[config.mk]
export PLATFORM = sky130hd
export DESIGN_NAME = addrRegionDecoder
export DESIGN_NICKNAME = d
export VERILOG_FILES = /design/src/rtl/regionDecodePkg.sv /design/src/rtl/regionAddrCtrl.sv /design/src/rtl/regionSelectPath.sv /design/src/rtl/addrRegionDecoder.sv
export SDC_FILE = /design/constraint.sdc
export NUM_CORES = 1
export LEC_CHECK = 0
export ABC_CLOCK_PERIOD_IN_PS = 2470
export CORE_AREA = 4 4 41 43
export DETAILED_ROUTE_END_ITERATION = 8
export DIE_AREA = 0 0 45 47
export GPL_ROUTABILITY_DRIVEN = 0
export PLACE_DENSITY = 0.73
export REMOVE_ABC_BUFFERS = 1
export SLEW_MARGIN = 20
export SYNTH_ARGS = -nofsm -noshare
export SYNTH_HDL_FRONTEND = slang
export SYNTH_HIERARCHICAL = 1
export SYNTH_SLANG_ARGS = --single-unit
[constraint.sdc]
create_clock -name vclk -period 2.47
set_input_delay 0.494 -clock vclk [all_inputs]
set_output_delay 0.494 -clock vclk [all_outputs]
set_load 0.05 [all_outputs]
[src/rtl/regionDecodePkg.sv]
package regionDecodePkg;

  localparam int SEL_IO      = 0;
  localparam int SEL_LOROM   = 1;
  localparam int SEL_HIROM   = 2;
  localparam int SEL_INTROM  = 3;
  localparam int SEL_EXTROM  = 4;
  localparam int SEL_TOPROM  = 5;
  localparam int SEL_CHARROM = 6;
  localparam int SEL_RAM     = 7;
  localparam int SEL_MIRROR  = 8;
  localparam int NUM_SEL     = 9;

  typedef logic [NUM_SEL-1:0] selVec_t;

  // Field codes shared by the two switchable windows.
  typedef enum logic [1:0] {
    SRC_SYSTEM = 2'b00,
    SRC_INTFN  = 2'b01,
    SRC_EXTFN  = 2'b10,
    SRC_RAM    = 2'b11
  } srcCode_t;

  // Region strobes from the address decode to the select datapath.
  typedef struct packed {
    logic inLow;     // bottom 16K window
    logic inMid;     // second 16K window
    logic inHigh;    // third 16K window
    logic inTop;     // top 16K window, mirror excluded
    logic inIoPage;  // 4K I/O page inside the top window
    logic inMirror;  // register mirror range
  } regionStrobes_t;

endpackage

[src/rtl/regionAddrCtrl.sv]
module regionAddrCtrl
  import regionDecodePkg::*;
#(
  parameter int ADDR_W       = 16,
  parameter int IO_PAGE      = 13,
  parameter int MIRROR_PAGE  = 255,
  parameter int MIRROR_COUNT = 5
) (
  input  logic [ADDR_W-1:0] cpuAddr,
  output regionStrobes_t    strobes
);

  localparam int PAGE_W = ADDR_W - 8;
  localparam logic [3:0]        IO_NIB     = 4'(IO_PAGE);
  localparam logic [PAGE_W-1:0] MIR_PAGE_V = PAGE_W'(MIRROR_PAGE);
  localparam logic [7:0]        MIR_LIMIT  = 8'(MIRROR_COUNT);

  logic [1:0] windowIdx;
  logic       mirrorHit;

  assign windowIdx = cpuAddr[ADDR_W-1 -: 2];
  assign mirrorHit = (cpuAddr[ADDR_W-1:8] == MIR_PAGE_V) && (cpuAddr[7:0] < MIR_LIMIT);

  always_comb begin
    strobes          = '0;
    strobes.inMirror = mirrorHit;
    strobes.inIoPage = (cpuAddr[ADDR_W-1 -: 4] == IO_NIB);
    unique case (windowIdx)
      2'd0: strobes.inLow  = 1'b1;
      2'd1: strobes.inMid  = 1'b1;
      2'd2: strobes.inHigh = 1'b1;
      default: strobes.inTop = !mirrorHit;
    endcase
  end

endmodule

[src/rtl/regionSelectPath.sv]
module regionSelectPath
  import regionDecodePkg::*;
(
  input  regionStrobes_t strobes,
  input  logic [7:0]     cfgByte,
  output selVec_t        selVec,
  output logic [1:0]     ramBank
);

  logic       ioEnableN;
  logic       loRamEn;
  srcCode_t   highCode;
  srcCode_t   topCode;

  assign ioEnableN = cfgByte[0];
  assign loRamEn   = cfgByte[1];
  assign highCode  = srcCode_t'(cfgByte[3:2]);
  assign topCode   = srcCode_t'(cfgByte[5:4]);

  function automatic selVec_t fieldToSel(srcCode_t code, int sysIdx);
    selVec_t s;
    s = '0;
    unique case (code)
      SRC_SYSTEM: s[sysIdx]     = 1'b1;
      SRC_INTFN:  s[SEL_INTROM] = 1'b1;
      SRC_EXTFN:  s[SEL_EXTROM] = 1'b1;
      default:    s[SEL_RAM]    = 1'b1;
    endcase
    return s;
  endfunction

  always_comb begin
    selVec = '0;
    if (strobes.inMirror) begin
      selVec[SEL_MIRROR] = 1'b1;
    end else if (strobes.inLow) begin
      selVec[SEL_RAM] = 1'b1;
    end else if (strobes.inMid) begin
      if (loRamEn) selVec[SEL_RAM] = 1'b1;
      else         selVec[SEL_LOROM] = 1'b1;
    end else if (strobes.inHigh) begin
      selVec = fieldToSel(highCode, SEL_HIROM);
    end else if (strobes.inIoPage && !ioEnableN) begin
      selVec[SEL_IO] = 1'b1;
    end else if (strobes.inIoPage) begin
      selVec = fieldToSel(topCode, SEL_CHARROM);
    end else begin
      selVec = fieldToSel(topCode, SEL_TOPROM);
    end
  end

  assign ramBank = selVec[SEL_RAM] ? cfgByte[7:6] : 2'b00;

endmodule

[src/rtl/addrRegionDecoder.sv]
module addrRegionDecoder
  import regionDecodePkg::*;
#(
  parameter int ADDR_W       = 16,
  parameter int MIRROR_COUNT = 5
) (
  input  logic [ADDR_W-1:0] cpuAddr,
  input  logic [7:0]        cfgByte,
  output logic              selIo,
  output logic              selLoRom,
  output logic              selHiRom,
  output logic              selIntRom,
  output logic              selExtRom,
  output logic              selTopRom,
  output logic              selCharRom,
  output logic              selRam,
  output logic              selMirror,
  output logic [1:0]        ramBank
);

  localparam int TOP_PAGE = (1 << (ADDR_W - 8)) - 1;
  localparam int IO_NIB   = 13;

  regionStrobes_t strobes;
  selVec_t        selVec;

  regionAddrCtrl #(
    .ADDR_W      (ADDR_W),
    .IO_PAGE     (IO_NIB),
    .MIRROR_PAGE (TOP_PAGE),
    .MIRROR_COUNT(MIRROR_COUNT)
  ) ctrl_i (
    .cpuAddr(cpuAddr),
    .strobes(strobes)
  );

  regionSelectPath path_i (
    .strobes(strobes),
    .cfgByte(cfgByte),
    .selVec (selVec),
    .ramBank(ramBank)
  );

  assign selIo      = selVec[SEL_IO];
  assign selLoRom   = selVec[SEL_LOROM];
  assign selHiRom   = selVec[SEL_HIROM];
  assign selIntRom  = selVec[SEL_INTROM];
  assign selExtRom  = selVec[SEL_EXTROM];
  assign selTopRom  = selVec[SEL_TOPROM];
  assign selCharRom = selVec[SEL_CHARROM];
  assign selRam     = selVec[SEL_RAM];
  assign selMirror  = selVec[SEL_MIRROR];

endmodule

* After elaboration in Yosys (flattened, before gate mapping)
Index checks and enable logic that the tools add are counted.
Word-level totals: output and inout port bits 11, word-level logic and storage cells 45, input bits 24, register bits after elaboration 0
Operators by class: muxes and demuxes 28, magnitude comparators 1, eq/ne operators 8, reductions and logical operators 8
Operators with widths (number):
- 1-bit 2-to-1 mux | 21
- 7-bit 2-to-1 mux | 3
- 9-bit 2-to-1 mux | 1
- 8-bit equality test (second input constant) | 1
- 8-bit by 3-bit < comparator with 1-bit output (second input constant) | 1
- 8-bit 2-to-1 mux | 1
- 2-bit by 1-bit equality test with 1-bit output (second input constant) | 3
- 2-bit equality test (second input constant) | 3
- 2-bit logical NOT | 3
- 3-bit OR reduction | 2
- 5-bit 2-to-1 mux | 1
- 4-bit equality test (second input constant) | 1
- 1-bit logical AND | 2
- 2-bit 2-to-1 mux | 1
- 1-bit logical NOT | 1

* Longest topological paths before layout
depth in word-level cells 9, mapped depth 7, depth with buffers taken out 6

* Modules after synthesis
The synthesis kept the hierarchy.
Modules (own cells, without submodules):
- regionSelectPath | sequential area each 0.0 µm², area an instance 181.4 µm², times used 1, cells each 28
- regionAddrCtrl | sequential area each 0.0 µm², area an instance 85.1 µm², times used 1, cells each 14

* Worst setup path after synthesis
No wires, ideal clock.
path kind input -> output, start input port cpuAddr[11], end output port selHiRom, required time 1.976 ns, setup slack -0.934 ns, path buffers 1, arrival 2.910 ns, cell stages on the path 6, cells stage by stage nand4_1 > or4_4 > nor3_1 > buf_4 > or3_4 > nor4b_1
On the way: word-level cells in the longest chain between the ends 3
Ends and longest elaborated chain:
- from (decl) | RTL line addrRegionDecoder.sv:7 | input logic [ADDR_W-1:0] cpuAddr,
- 8-bit equality test | RTL line regionAddrCtrl.sv:22 | assign mirrorHit = (cpuAddr[ADDR_W-1:8] == MIR_PAGE_V) && (cpuAddr[7:0] < MIR_LIMIT);
- 1-bit logical AND | RTL line regionAddrCtrl.sv:22
- via ctrl_i.mirrorHit | RTL line regionAddrCtrl.sv:19 | logic mirrorHit;
- 8-bit 2-to-1 mux | RTL line regionSelectPath.sv:34 | if (strobes.inMirror) begin
- to (decl) | RTL line addrRegionDecoder.sv:11 | output logic selHiRom,
The timed path passes the listed nets, and every way through them passes these cells.

* Worst setup path in the final report
start input port cpuAddr[11], end output port selCharRom
On the way: word-level cells in the longest chain between the ends 3
Ends and longest elaborated chain:
- 8-bit equality test | RTL line regionAddrCtrl.sv:22
- 1-bit logical AND | RTL line regionAddrCtrl.sv:22
- 8-bit 2-to-1 mux | RTL line regionSelectPath.sv:34
- to (decl) | RTL line addrRegionDecoder.sv:15 | output logic selCharRom,
Every way passes these cells.

==> results <==
-- timing repair --
item,4_1_cts,5_1_grt
resized for setup,61,10
pin swaps,11,7
endpoints found under the setup margin,11,7
hold buffers,0,0
setup buffers,1,1
-- worst max-delay path: stages --
cell      delay (ps)
buf_6             90
nand4_1           80
or4_4            140
nor3_4            40
or3_4            370
or3_4            330
and4bb_1         290
buf_6            160
-- path summary, 6_finish.rpt --
| path | from | endpoint | cells past startpoint |
|---|---|---|---|
| worst min-delay path | cfgByte[5] | selTopRom | 4 |
| worst max-delay path | cpuAddr[11] | selCharRom | 8 |
-- routing by layer --
metal,up-vias,wire length [µm],track usage
li1,237,-,-
met1,210,413,0.0989
met2,22,625,0.243
met3,2,124,0.0230
met4,0,15,0.0175
met5,-,0,0
-- placed cells by master, fill, tap and decap left out, drive strengths merged, types with 2 or more instances in the layout --
master / instances
buf: 32
clkbuf: 2
clkdlybuf4s15: 2
clkdlybuf4s50: 6
dlymetal6s2s: 2
inv: 2
nand2: 5
nor2: 7
nor2b: 3
nor3: 3
nor3b: 2
nor4bb: 2
or3: 2
-- final cells by class --
type,instances,area [µm²],area share
inverters,2,7.51,0.0110
repair buffers,44,374,0.548
well taps,15,18.8,0.0275
multi-input cells,36,283,0.414
-- metrics by stage --
| step | area (µm²) | utilization | instances | power (mW) | TNS [ps] |
|---|---|---|---|---|---|
| final | 683 | 0.525 | 97 | 0.124 | -17.1 |
| after global routing | 683 | 0.525 | 97 | 0.132 | -127 |
| after CTS | 657 | 0.505 | 96 | 0.121 | -28.4 |
| after detailed placement | 644 | 0.495 | 95 | 0.121 | -3360 |
| after global placement | 644 | 0.495 | 95 | 0.120 | -2960 |
| after floorplan | 238 | - | 38 | 0.0544 | -10610 |
-- power breakdown --
group	internal (mW)	switching, mW
clock network	0	0
logic	0.0611	0.0632
registers	0	0
total	0.0611	0.0632
==> load_flow_metrics.sql <==
INSERT INTO impl_metrics (metric_group, metric, value, unit) VALUES
('routing', 'drc_errors', '0', ''),
('worst_setup_path', 'startpoint_type', 'primary input', ''),
('floorplan', 'chipHeight', '47', 'µm'),
('floorplan', 'initial_utilization', '0.197', ''),
('floorplan', 'die_x', '45', 'µm'),
('layout', 'final.fill_count', '145', ''),
('place', 'detailedPlacementHpwl', '959', 'µm'),
('layout', 'design.final.nets', '108', ''),
('timing', 'hold_viol', '0', ''),
('place', 'buffer_ports.inserted', '35', ''),
('timing', 'timing.fmax', '0.402', 'GHz'),
('timing', 'finalWorstPathRequiredPeriod', '2490', 'ps'),
('layout', 'fraction_of_final_layout_cells_with_drive_strength_greater_than_1', '0.573', ''),
('layout', 'final.clkbuf_count', '0', ''),
('synthesis', 'synth.cell_area', '256', 'µm²'),
('timing', 'timing.final.setup_violations', '1', ''),
('worst_setup_path', 'critPathMaxFanout', '3', ''),
('power_and_ir_drop', 'peak_ir_drop_on_the_vdd_network', '0.000109', 'V'),
('timing', 'min_period_over_period', '1.01', ''),
('layout', 'antenna-diode-count', '0', ''),
('routing', 'ant_nets', '0', ''),
('hold_path', 'class_of_the_worst_hold_path', 'in2out', ''),
('timing', 'maxSlewViolCount', '0', ''),
('global_routing', 'global_route_wire_length_before_repair', '1.78', 'mm'),
('worst_setup_path', 'critical_path_arrival', '1990', 'ps'),
('synthesis', 'syn-mean-instance-area', '6.26', 'µm²'),
('worst_setup_path', 'crit_required', '1980', 'ps'),
('layout', 'layout_area_growth_over_synthesis', '166', '%'),
('routing', 'vias', '471', ''),
('routing', 'via_to_cell_ratio', '4.86', ''),
('floorplan', 'io_pins', '35', ''),
('floorplan', 'num_rows', '13', ''),
('timing', 'final.setup.worst_slack', '-17.1', 'ps'),
('worst_setup_path', 'critical_path.endpoint_type', 'primary output', ''),
('timing', 'max_slew.worst_pin.slew', '403', 'ps'),
('global_routing', 'grt_pass1_vias', '459', ''),
('global_routing', 'gr-total-overflow', '0', ''),
('timing', 'rsz0062_at_grt', 'true', ''),
('worst_setup_path', 'crit_type', 'in2out', ''),
('power_and_ir_drop', 'power_leakage', '0.343', 'nW'),
('outcome', 'violations_in_the_final_reports', 'setup timing', ''),
('routing', 'post_drt_wl_per_cell', '12.2', 'µm'),
('power_and_ir_drop', 'power_density', '182', 'nW/µm²'),
('outcome', 'run_status', 'finished, violations left', ''),
('routing', 'drt_pre_antenna_iters', '2', ''),
('flow_run', 'maxCapViolations', '0', ''),
('place', 'dp_slack', '-479', 'ps'),
('floorplan', 'die_area', '2120', 'µm²'),
('layout', 'layout.area.seq', '0', 'µm²'),
('global_routing', 'initial_antenna_violation_count', '0', ''),
('routing', 'drtIter0Drc', '1', ''),
('synthesis', 'yosys_warnings', '6', ''),
('floorplan', 'floorplan.core_area', '1300', 'µm²'),
('routing', 'drt-total-wl', '1.18', 'mm'),
('timing', 'holdWs', '1500', 'ps'),
('layout', 'sequential_cell_total', '0', ''),
('global_routing', 'grt_use_total', '0.109', ''),
('synthesis', 'synth_cells', '41', ''),
('timing', 'timing.max_slew.rel_slack', '0.731', ''),
('global_routing', 'largest_net_degree_at_the_start_of_global_routing', '7', '');
Power figures use the tool's default switching activity.
